<file path="src/rtl/spi_xfer_pkg.sv">
package spi_xfer_pkg;

    typedef enum logic [1:0] {
        ST_IDLE  = 2'd0,
        ST_LEAD  = 2'd1,
        ST_SHIFT = 2'd2,
        ST_TAIL  = 2'd3
    } xfer_state_t;

endpackage

</file>
<file path="src/rtl/spi_frame_len.sv">
// Maps the per-command length select and the length code onto a bit count.
module spi_frame_len #(
    parameter int LEN_W    = 4,
    parameter int DEF_BITS = 8,
    localparam int DATA_W  = 1 << LEN_W,
    localparam int CNT_W   = LEN_W + 1
) (
    input  logic             len_sel,
    input  logic [LEN_W-1:0] len_code,
    output logic [CNT_W-1:0] nbits
);

    always_comb begin
        if (!len_sel) begin
            nbits = CNT_W'(DEF_BITS);
        end else if (len_code == '0) begin
            nbits = CNT_W'(DATA_W);
        end else if ({1'b0, len_code} < CNT_W'(DEF_BITS)) begin
            nbits = CNT_W'(DEF_BITS);
        end else begin
            nbits = {1'b0, len_code};
        end
    end

endmodule

</file>
<file path="src/rtl/spi_edge_timer.sv">
// Down counter that serves both the lead interval and every half period.
module spi_edge_timer #(
    parameter int W = 8
) (
    input  logic         clk,
    input  logic         rst_n,
    input  logic         load,
    input  logic [W-1:0] load_val,
    output logic         expired
);

    logic [W-1:0] cnt;

    always_ff @(posedge clk or negedge rst_n) begin
        if (!rst_n) begin
            cnt <= '0;
        end else if (load) begin
            cnt <= load_val;
        end else if (cnt != '0) begin
            cnt <= cnt - 1'b1;
        end
    end

    assign expired = (cnt == '0);

endmodule

</file>
<file path="src/rtl/spi_shift_pair.sv">
// Transmit shifter (MSB at the top) and receive shifter (new bit at bit 0).
module spi_shift_pair #(
    parameter int DATA_W = 16
) (
    input  logic              clk,
    input  logic              rst_n,
    input  logic              load,
    input  logic [DATA_W-1:0] load_word,
    input  logic              shift_out,
    input  logic              sample_in,
    input  logic              serial_in,
    output logic              serial_out,
    output logic [DATA_W-1:0] rx_word
);

    logic [DATA_W-1:0] tx_sh;

    always_ff @(posedge clk or negedge rst_n) begin
        if (!rst_n) begin
            tx_sh   <= '0;
            rx_word <= '0;
        end else if (load) begin
            tx_sh   <= load_word;
            rx_word <= '0;
        end else begin
            if (shift_out) begin
                tx_sh <= {tx_sh[DATA_W-2:0], 1'b0};
            end
            if (sample_in) begin
                rx_word <= {rx_word[DATA_W-2:0], serial_in};
            end
        end
    end

    assign serial_out = tx_sh[DATA_W-1];

endmodule

</file>
<file path="src/rtl/spi_xfer_engine.sv">
module spi_xfer_engine
    import spi_xfer_pkg::*;
#(
    parameter int DIV_W    = 8,
    parameter int DLY_W    = 7,
    parameter int LEN_W    = 4,
    parameter int DEF_BITS = 8,
    localparam int DATA_W  = 1 << LEN_W
) (
    input  logic              clk,
    input  logic              rst_n,
    input  logic [DIV_W-1:0]  cfg_div,
    input  logic [DLY_W-1:0]  cfg_lead,
    input  logic [LEN_W-1:0]  cfg_len,
    input  logic              cfg_cpol,
    input  logic              cfg_cpha,
    input  logic              cmd_valid,
    input  logic              cmd_lead_sel,
    input  logic              cmd_len_sel,
    input  logic [DATA_W-1:0] tx_data,
    input  logic              miso,
    output logic              sck,
    output logic              mosi,
    output logic              cs_n,
    output logic [DATA_W-1:0] rx_data,
    output logic              done
);

    localparam int CNT_W = LEN_W + 1;
    localparam int ECW   = CNT_W + 1;
    localparam int TW    = (DIV_W > DLY_W) ? DIV_W : DLY_W;

    xfer_state_t st, st_nxt;

    // Per-frame settings captured when a command is accepted
    logic [DIV_W-1:0] div_q;
    logic             cpol_q;
    logic             cpha_q;
    logic [CNT_W-1:0] nbits_q;

    logic [ECW-1:0]   edge_q;
    logic             sck_q;
    logic             cs_n_q;
    logic             done_q;

    logic [CNT_W-1:0]  nbits_cmd;
    logic [TW-1:0]     lead_len;
    logic [TW-1:0]     tmr_val;
    logic              tmr_expired;
    logic [DATA_W-1:0] tx_aligned;
    logic              sh_out;

    logic             div_off;
    logic             accept;
    logic             launch;
    logic             fire;
    logic             toggle;
    logic [ECW-1:0]   edge_num;
    logic [ECW-1:0]   edge_total;
    logic [ECW-1:0]   edge_last_take;
    logic             odd_edge;
    logic             rx_take;
    logic             tx_step;
    logic             final_edge;
    logic             last_take;

    spi_frame_len #(
        .LEN_W    (LEN_W),
        .DEF_BITS (DEF_BITS)
    ) u_len (
        .len_sel  (cmd_len_sel),
        .len_code (cfg_len),
        .nbits    (nbits_cmd)
    );

    // Lead time chosen per command; a zero programmed count behaves as one
    always_comb begin
        if (cmd_lead_sel) begin
            lead_len = (cfg_lead == '0) ? TW'(1) : TW'(cfg_lead);
        end else begin
            lead_len = TW'(cfg_div);
        end
    end

    assign div_off        = (cfg_div < DIV_W'(2));
    assign accept         = (st == ST_IDLE) && cmd_valid;
    assign launch         = accept && !div_off;
    assign fire           = tmr_expired && (st != ST_IDLE);
    assign toggle         = fire && ((st == ST_LEAD) || (st == ST_SHIFT));
    assign edge_num       = edge_q + 1'b1;
    assign edge_total     = {nbits_q, 1'b0};
    assign edge_last_take = cpha_q ? edge_total : (edge_total - 1'b1);
    assign odd_edge       = edge_num[0];
    assign rx_take        = toggle && (cpha_q ? !odd_edge : odd_edge);
    assign tx_step        = toggle && (cpha_q ? (odd_edge && (edge_num != ECW'(1)))
                                              : (!odd_edge && (edge_num != edge_total)));
    assign final_edge     = toggle && (edge_num == edge_total);
    assign last_take      = rx_take && (edge_num == edge_last_take);

    assign tmr_val    = launch ? (lead_len - TW'(1)) : (TW'(div_q) - TW'(1));
    assign tx_aligned = tx_data << (CNT_W'(DATA_W) - nbits_cmd);

    spi_edge_timer #(
        .W        (TW)
    ) u_timer (
        .clk      (clk),
        .rst_n    (rst_n),
        .load     (launch || toggle),
        .load_val (tmr_val),
        .expired  (tmr_expired)
    );

    spi_shift_pair #(
        .DATA_W     (DATA_W)
    ) u_shift (
        .clk        (clk),
        .rst_n      (rst_n),
        .load       (launch),
        .load_word  (tx_aligned),
        .shift_out  (tx_step),
        .sample_in  (rx_take),
        .serial_in  (miso),
        .serial_out (sh_out),
        .rx_word    (rx_data)
    );

    // Next-state logic
    always_comb begin
        st_nxt = st;
        unique case (st)
            ST_IDLE:  if (launch)     st_nxt = ST_LEAD;
            ST_LEAD:  if (fire)       st_nxt = ST_SHIFT;
            ST_SHIFT: if (final_edge) st_nxt = ST_TAIL;
            ST_TAIL:  if (fire)       st_nxt = ST_IDLE;
        endcase
    end

    // State register
    always_ff @(posedge clk or negedge rst_n) begin
        if (!rst_n) begin
            st <= ST_IDLE;
        end else begin
            st <= st_nxt;
        end
    end

    // Output and frame registers
    always_ff @(posedge clk or negedge rst_n) begin
        if (!rst_n) begin
            sck_q   <= 1'b0;
            cs_n_q  <= 1'b1;
            done_q  <= 1'b0;
            edge_q  <= '0;
            div_q   <= '0;
            cpol_q  <= 1'b0;
            cpha_q  <= 1'b0;
            nbits_q <= '0;
        end else begin
            done_q <= 1'b0;
            unique case (st)
                ST_IDLE: begin
                    sck_q <= cfg_cpol;
                    if (accept) begin
                        if (div_off) begin
                            done_q <= 1'b1;
                        end else begin
                            cs_n_q  <= 1'b0;
                            div_q   <= cfg_div;
                            cpol_q  <= cfg_cpol;
                            cpha_q  <= cfg_cpha;
                            nbits_q <= nbits_cmd;
                            edge_q  <= '0;
                        end
                    end
                end
                ST_LEAD, ST_SHIFT: begin
                    if (toggle) begin
                        sck_q  <= ~sck_q;
                        edge_q <= edge_num;
                    end
                    if (last_take) begin
                        done_q <= 1'b1;
                    end
                end
                ST_TAIL: begin
                    if (fire) begin
                        cs_n_q <= 1'b1;
                    end
                end
            endcase
        end
    end

    assign sck  = sck_q;
    assign cs_n = cs_n_q;
    assign done = done_q;
    assign mosi = cs_n_q ? 1'b0 : sh_out;

endmodule

</file>
<file path="config.mk">
export PLATFORM = sky130hd
export DESIGN_NAME = spi_xfer_engine
export DESIGN_NICKNAME = d
export VERILOG_FILES = /design/src/rtl/spi_xfer_pkg.sv /design/src/rtl/spi_frame_len.sv /design/src/rtl/spi_edge_timer.sv /design/src/rtl/spi_shift_pair.sv /design/src/rtl/spi_xfer_engine.sv
export SDC_FILE = /design/constraint.sdc
export NUM_CORES = 1
export LEC_CHECK = 0
export CORE_ASPECT_RATIO = 2
export CORE_MARGIN = 2
export CORE_UTILIZATION = 45
export CTS_CLUSTER_DIAMETER = 150
export CTS_CLUSTER_SIZE = 8
export DETAILED_ROUTE_END_ITERATION = 12
export PLACE_DENSITY = 0.66
export SYNTH_ARGS = -nofsm -noshare
export SYNTH_HDL_FRONTEND = slang
export SYNTH_SLANG_ARGS = --single-unit
</file>
<file path="constraint.sdc">
create_clock -name clk -period 3.6 [get_ports clk]
set_input_delay 0.72 -clock clk [delete_from_list [all_inputs] [get_ports clk]]
set_output_delay 0.72 -clock clk [all_outputs]
set_load 0.05 [all_outputs]
</file>
==> flow_results.org <==
** Worst setup path
- Endpoint class of the critical path :: flop
- Depth of the worst register-to-register path :: 8
- CP arrival :: 3.42 ns
- STA classifies the critical path startpoint as an input port.
- Along the worst path, the maximum fanout reaches 8.
- Across all register-to-register paths, the minimum setup slack is 0.59 ns.
- At the worst endpoint, the required time is 3.81 ns.
- Critical path class :: in2reg

** Floorplanning
- Pin placement for this block handled 63 I/O pins.
- Core Box Area :: 9010 sq um
- Width of the die :: 72.2 um
- The floorplan has 49 rows.
- Starting utilization of the core area :: 46.5%
- Die Area :: 10,100 sq um
- Measured along the y axis, the die boundary spans 140 um.

** Synthesis
- Sequential elements use 38.9% of the synthesized area.
- Post-synthesis register bit count :: 65
- Summing the areas of all compound-gate instances in the mapped netlist gives 13.5% of the synthesized area.
- After synthesis, the netlist uses 56 different library cells.
- Of all flip-flops after synthesis, the portion carrying an async set or reset was 100%.
- Synth Net Count :: 491
- The synthesized netlist occupies a cell area of 4190 sq um.
- Share of cell area taken by muxes after synthesis :: 16.9%
- After Yosys synthesis, and, or, nand and nor cells account for 20.2% of the synthesized area.
- Ys flop type :: sky130_fd_sc_hd__dfrtp_1
- Yosys mapped a number of flops with a built-in enable equal to 0.
- By area, the combinational part of the netlist is dominated by simple AND/OR/NAND/NOR gates.
- The synthesized netlist devotes 4.15% of its cell area to XOR and XNOR gates.
- Adder-cell area share of the yosys netlist :: 2.69%
- Synthesis produced 439 cells.
- A synthesized cell averages 9.54 sq um.
- During synthesis, Yosys emitted a total of 0 warnings.

** STA
- Smallest setup slack after layout :: 0.394 ns
- Final setup violation count :: 0
- Pin slew with the least headroom to its limit :: 0.691 ns
- The worst path in the final design needs a cycle of 3.21 ns, including I/O delays and setup.
- Unrepaired setup endpoints after global routing :: no
- Fin. max-slew vios :: 0
- Hold Fails Final Rpt :: 0
- For this run, the top clock speed supported by timing is 312 MHz.
- Adding up every negative setup slack in the final design gives 0 ns.
- In the finished design, the share of the clock period the worst path needs comes to 89.1%.
- Clock skew after layout :: 0.00299 ns
- The worst pin sits at a relative slew slack of 53.4%.

** Clock network
- The later pin in the worst-skew pair is clocked with a latency of 0.32 ns.
- The clock passes through at most 2 buffers.
- After clock tree synthesis, the clock-pin slew on the worst setup and hold paths is 0.06 ns.
- Post-CTS resize count :: 0
- Clock Tree Root :: sky130_fd_sc_hd__clkbuf_16
- Hold repair after CTS inserted 0 buffers.
- In this run the post-CTS setup repair buffer count came out at 0.
- Total clock buffers created by CTS :: 9
- TritonCTS built the clock tree.
- H-tree levels :: 3
- For this design, the sink count on the clock tree is 65.

** Global route
- Met3 Resource Use GR :: 3.38%
- GR met1 Demand/Resource :: 24.5%
- Wire length of the first global-routing pass :: 18.1 mm
- Global Route met2 Usage :: 43.0%
- The number of antenna violations at the first check in global routing came to 0.
- The via count of the first global-routing pass was 3,734.
- Global routing used 22.9% of the available tracks across all layers.
- Maximum number of pins on one net before global-route repair :: 47
- The global routing stage identified its most utilized layer as met2.
- Leftover overflow at the end of global routing :: 0

** Placed design
- The count of buffers added on input and output ports is 62.
- The congestion estimate from routability-driven global placement came to 0.946.
- HPWL reported at the end of detailed placement :: 8.26 mm
- Timing analysis after detailed placement gives a worst setup slack of 0.106 ns.

** Final layout
- 0 antenna diodes ended up in the layout.
- Area grow syn2layout :: 26.6%
- Most common cell after layout, fill and taps aside :: sky130_fd_sc_hd__nand2_1
- In the layout the commonest cells are 90 x sky130_fd_sc_hd__nand2_1, 64 x sky130_fd_sc_hd__dfrtp_1, 61 x sky130_fd_sc_hd__clkdlybuf4s50_1.
- After the last flow step, the layout net total stands at 562.
- Of the cells placed in the final design, the portion with a size suffix greater than 1 is 16.3%.

** Drt
- Wire length after detailed routing :: 11.0 mm
- In this run the remaining antenna-violating nets after routing total 0.
- In the final routed layout, each cell accounts on average for 17.8 um.
- Iter 0 DRT Violations :: 221
- Drt first pass iters :: 4
- After detailed routing, the number of remaining DRC violations is 0.
- Dividing the detail-routed via count by the number of cells gives 5.92.
- Vias :: 3,651

** Hold path
- The min-delay analysis places its worst path in the category in2async.

** Run
- Number of maximum-capacitance constraint violations :: 0

** Pwr
- Static Leak :: 2.35 nW
- Total power divided by cell area :: 350 nW/um^2
- VDD sags by at most 0.286 mV.

** Run status
- The flow ran to the end, and the final reports show no timing, DRC or antenna violations.
-- layout make-up --
class	instances	area (sq um)
Tap cell	102	128
Fill cell	804	3710
Clock buffer	9	225
Multi-Input combinational cell	340	2410
Timing Repair Buffer	84	781
Sequential cell	65	1630
Inverter	10	37.5
Clock inverter	7	93.8
-- power breakdown --
| group | leakage, nW | internal (W) | switching [W] | total, W |
|---|---|---|---|---|
| clock network | 0.152 | 0.000606 | 0.000329 | 0.000935 |
| logic | 1.43 | 0.0000963 | 0.0000932 | 0.000189 |
| registers | 0.764 | 0.000731 | 0 | 0.000731 |
-- state kept, by name (all words and copies together), names as in the netlist --
register / count
cpha_q: 1
cs_n: 1
div_q: 8
done: 1
edge_q: 6
nbits_q: 5
sck: 1
st: 2
u_shift.rx_word: 16
u_shift.tx_sh: 16
u_timer.cnt: 8
-- cells in the mapped netlist (4+ instances only) --
cell / count / share of area (%)
sky130_fd_sc_hd__mux2_4: 9 / 3.2
sky130_fd_sc_hd__clkbuf_1: 13 / 1.2
sky130_fd_sc_hd__nor2b_1: 4 / 0.60
sky130_fd_sc_hd__nand2_1: 90 / 8.1
sky130_fd_sc_hd__a32o_1: 5 / 1.2
sky130_fd_sc_hd__nand3_1: 24 / 2.9
sky130_fd_sc_hd__a21o_1: 4 / 0.72
sky130_fd_sc_hd__nand4_1: 5 / 0.75
sky130_fd_sc_hd__ha_1: 9 / 2.7
sky130_fd_sc_hd__nor2_1: 23 / 2.1
sky130_fd_sc_hd__o21ai_0: 26 / 3.1
sky130_fd_sc_hd__mux2i_1: 18 / 4.3
sky130_fd_sc_hd__nor3_1: 10 / 1.2
sky130_fd_sc_hd__buf_2: 7 / 0.84
sky130_fd_sc_hd__xnor2_1: 15 / 3.1
sky130_fd_sc_hd__dfrtp_1: 64 / 38
sky130_fd_sc_hd__a21oi_1: 11 / 1.3
sky130_fd_sc_hd__inv_1: 10 / 0.90
sky130_fd_sc_hd__mux2_2: 11 / 3.0
sky130_fd_sc_hd__nor4_1: 4 / 0.60
sky130_fd_sc_hd__a31oi_1: 4 / 0.60
sky130_fd_sc_hd__mux4_2: 12 / 6.5
sky130_fd_sc_hd__and3_1: 7 / 1.0
-- through the flow --
step / util [%] / cell area (sq um) / total power [W] / hold WS, ns / cells
floorplan: - / 4190 / 0.000830 / 0.424 / 439
global placement: 55.3 / 4980 / 0.000931 / 0.460 / 601
detailed placement: 55.3 / 4980 / 0.000932 / 0.463 / 601
CTS: 58.8 / 5300 / 0.00187 / 0.354 / 617
global route: 58.8 / 5300 / 0.00192 / 0.375 / 617
finish: 58.8 / 5300 / 0.00185 / 0.346 / 617
-- path summary, 6_finish.rpt --
path                                             from                              to
worst max register to register  edge_q[0]$_DFFE_PN0P_    u_shift.tx_sh[6]$_DFFE_PN0P_
worst min-delay path                            rst_n           edge_q[2]$_DFFE_PN0P_
min in group clk                     cs_n$_DFFE_PN1P_                cs_n$_DFFE_PN1P_
max in group asynchronous                       rst_n  u_shift.rx_word[9]$_DFFE_PN0P_
worst max-delay path                       cfg_len[3]    u_shift.tx_sh[8]$_DFFE_PN0P_
worst min register to register       cs_n$_DFFE_PN1P_                cs_n$_DFFE_PN1P_
-- logic make-up after synthesis --
logic type / Yosys count
flops: 65
mux: 50
xor+xnor: 19
fa+ha+maj: 9
compound gates: 81
simple gates: 181
buf+inv: 34
-- per-layer routing --
metal	routed length (um)	share of wire, %
met3	438	4.0
met5	0	0
met1	4080	37
met2	6150	56
met4	292	2.7
-- critical path, cell delays in order --
cell	delay [ns]
sky130_fd_sc_hd__clkdlybuf4s50_1	0.57
sky130_fd_sc_hd__nand3_1	0.12
sky130_fd_sc_hd__ha_1	0.48
sky130_fd_sc_hd__buf_4	0.25
sky130_fd_sc_hd__mux4_2	0.53
sky130_fd_sc_hd__a221oi_1	0.31
sky130_fd_sc_hd__o21ai_0	0.14
sky130_fd_sc_hd__mux2_2	0.29
Power figures use the tool's default switching activity.
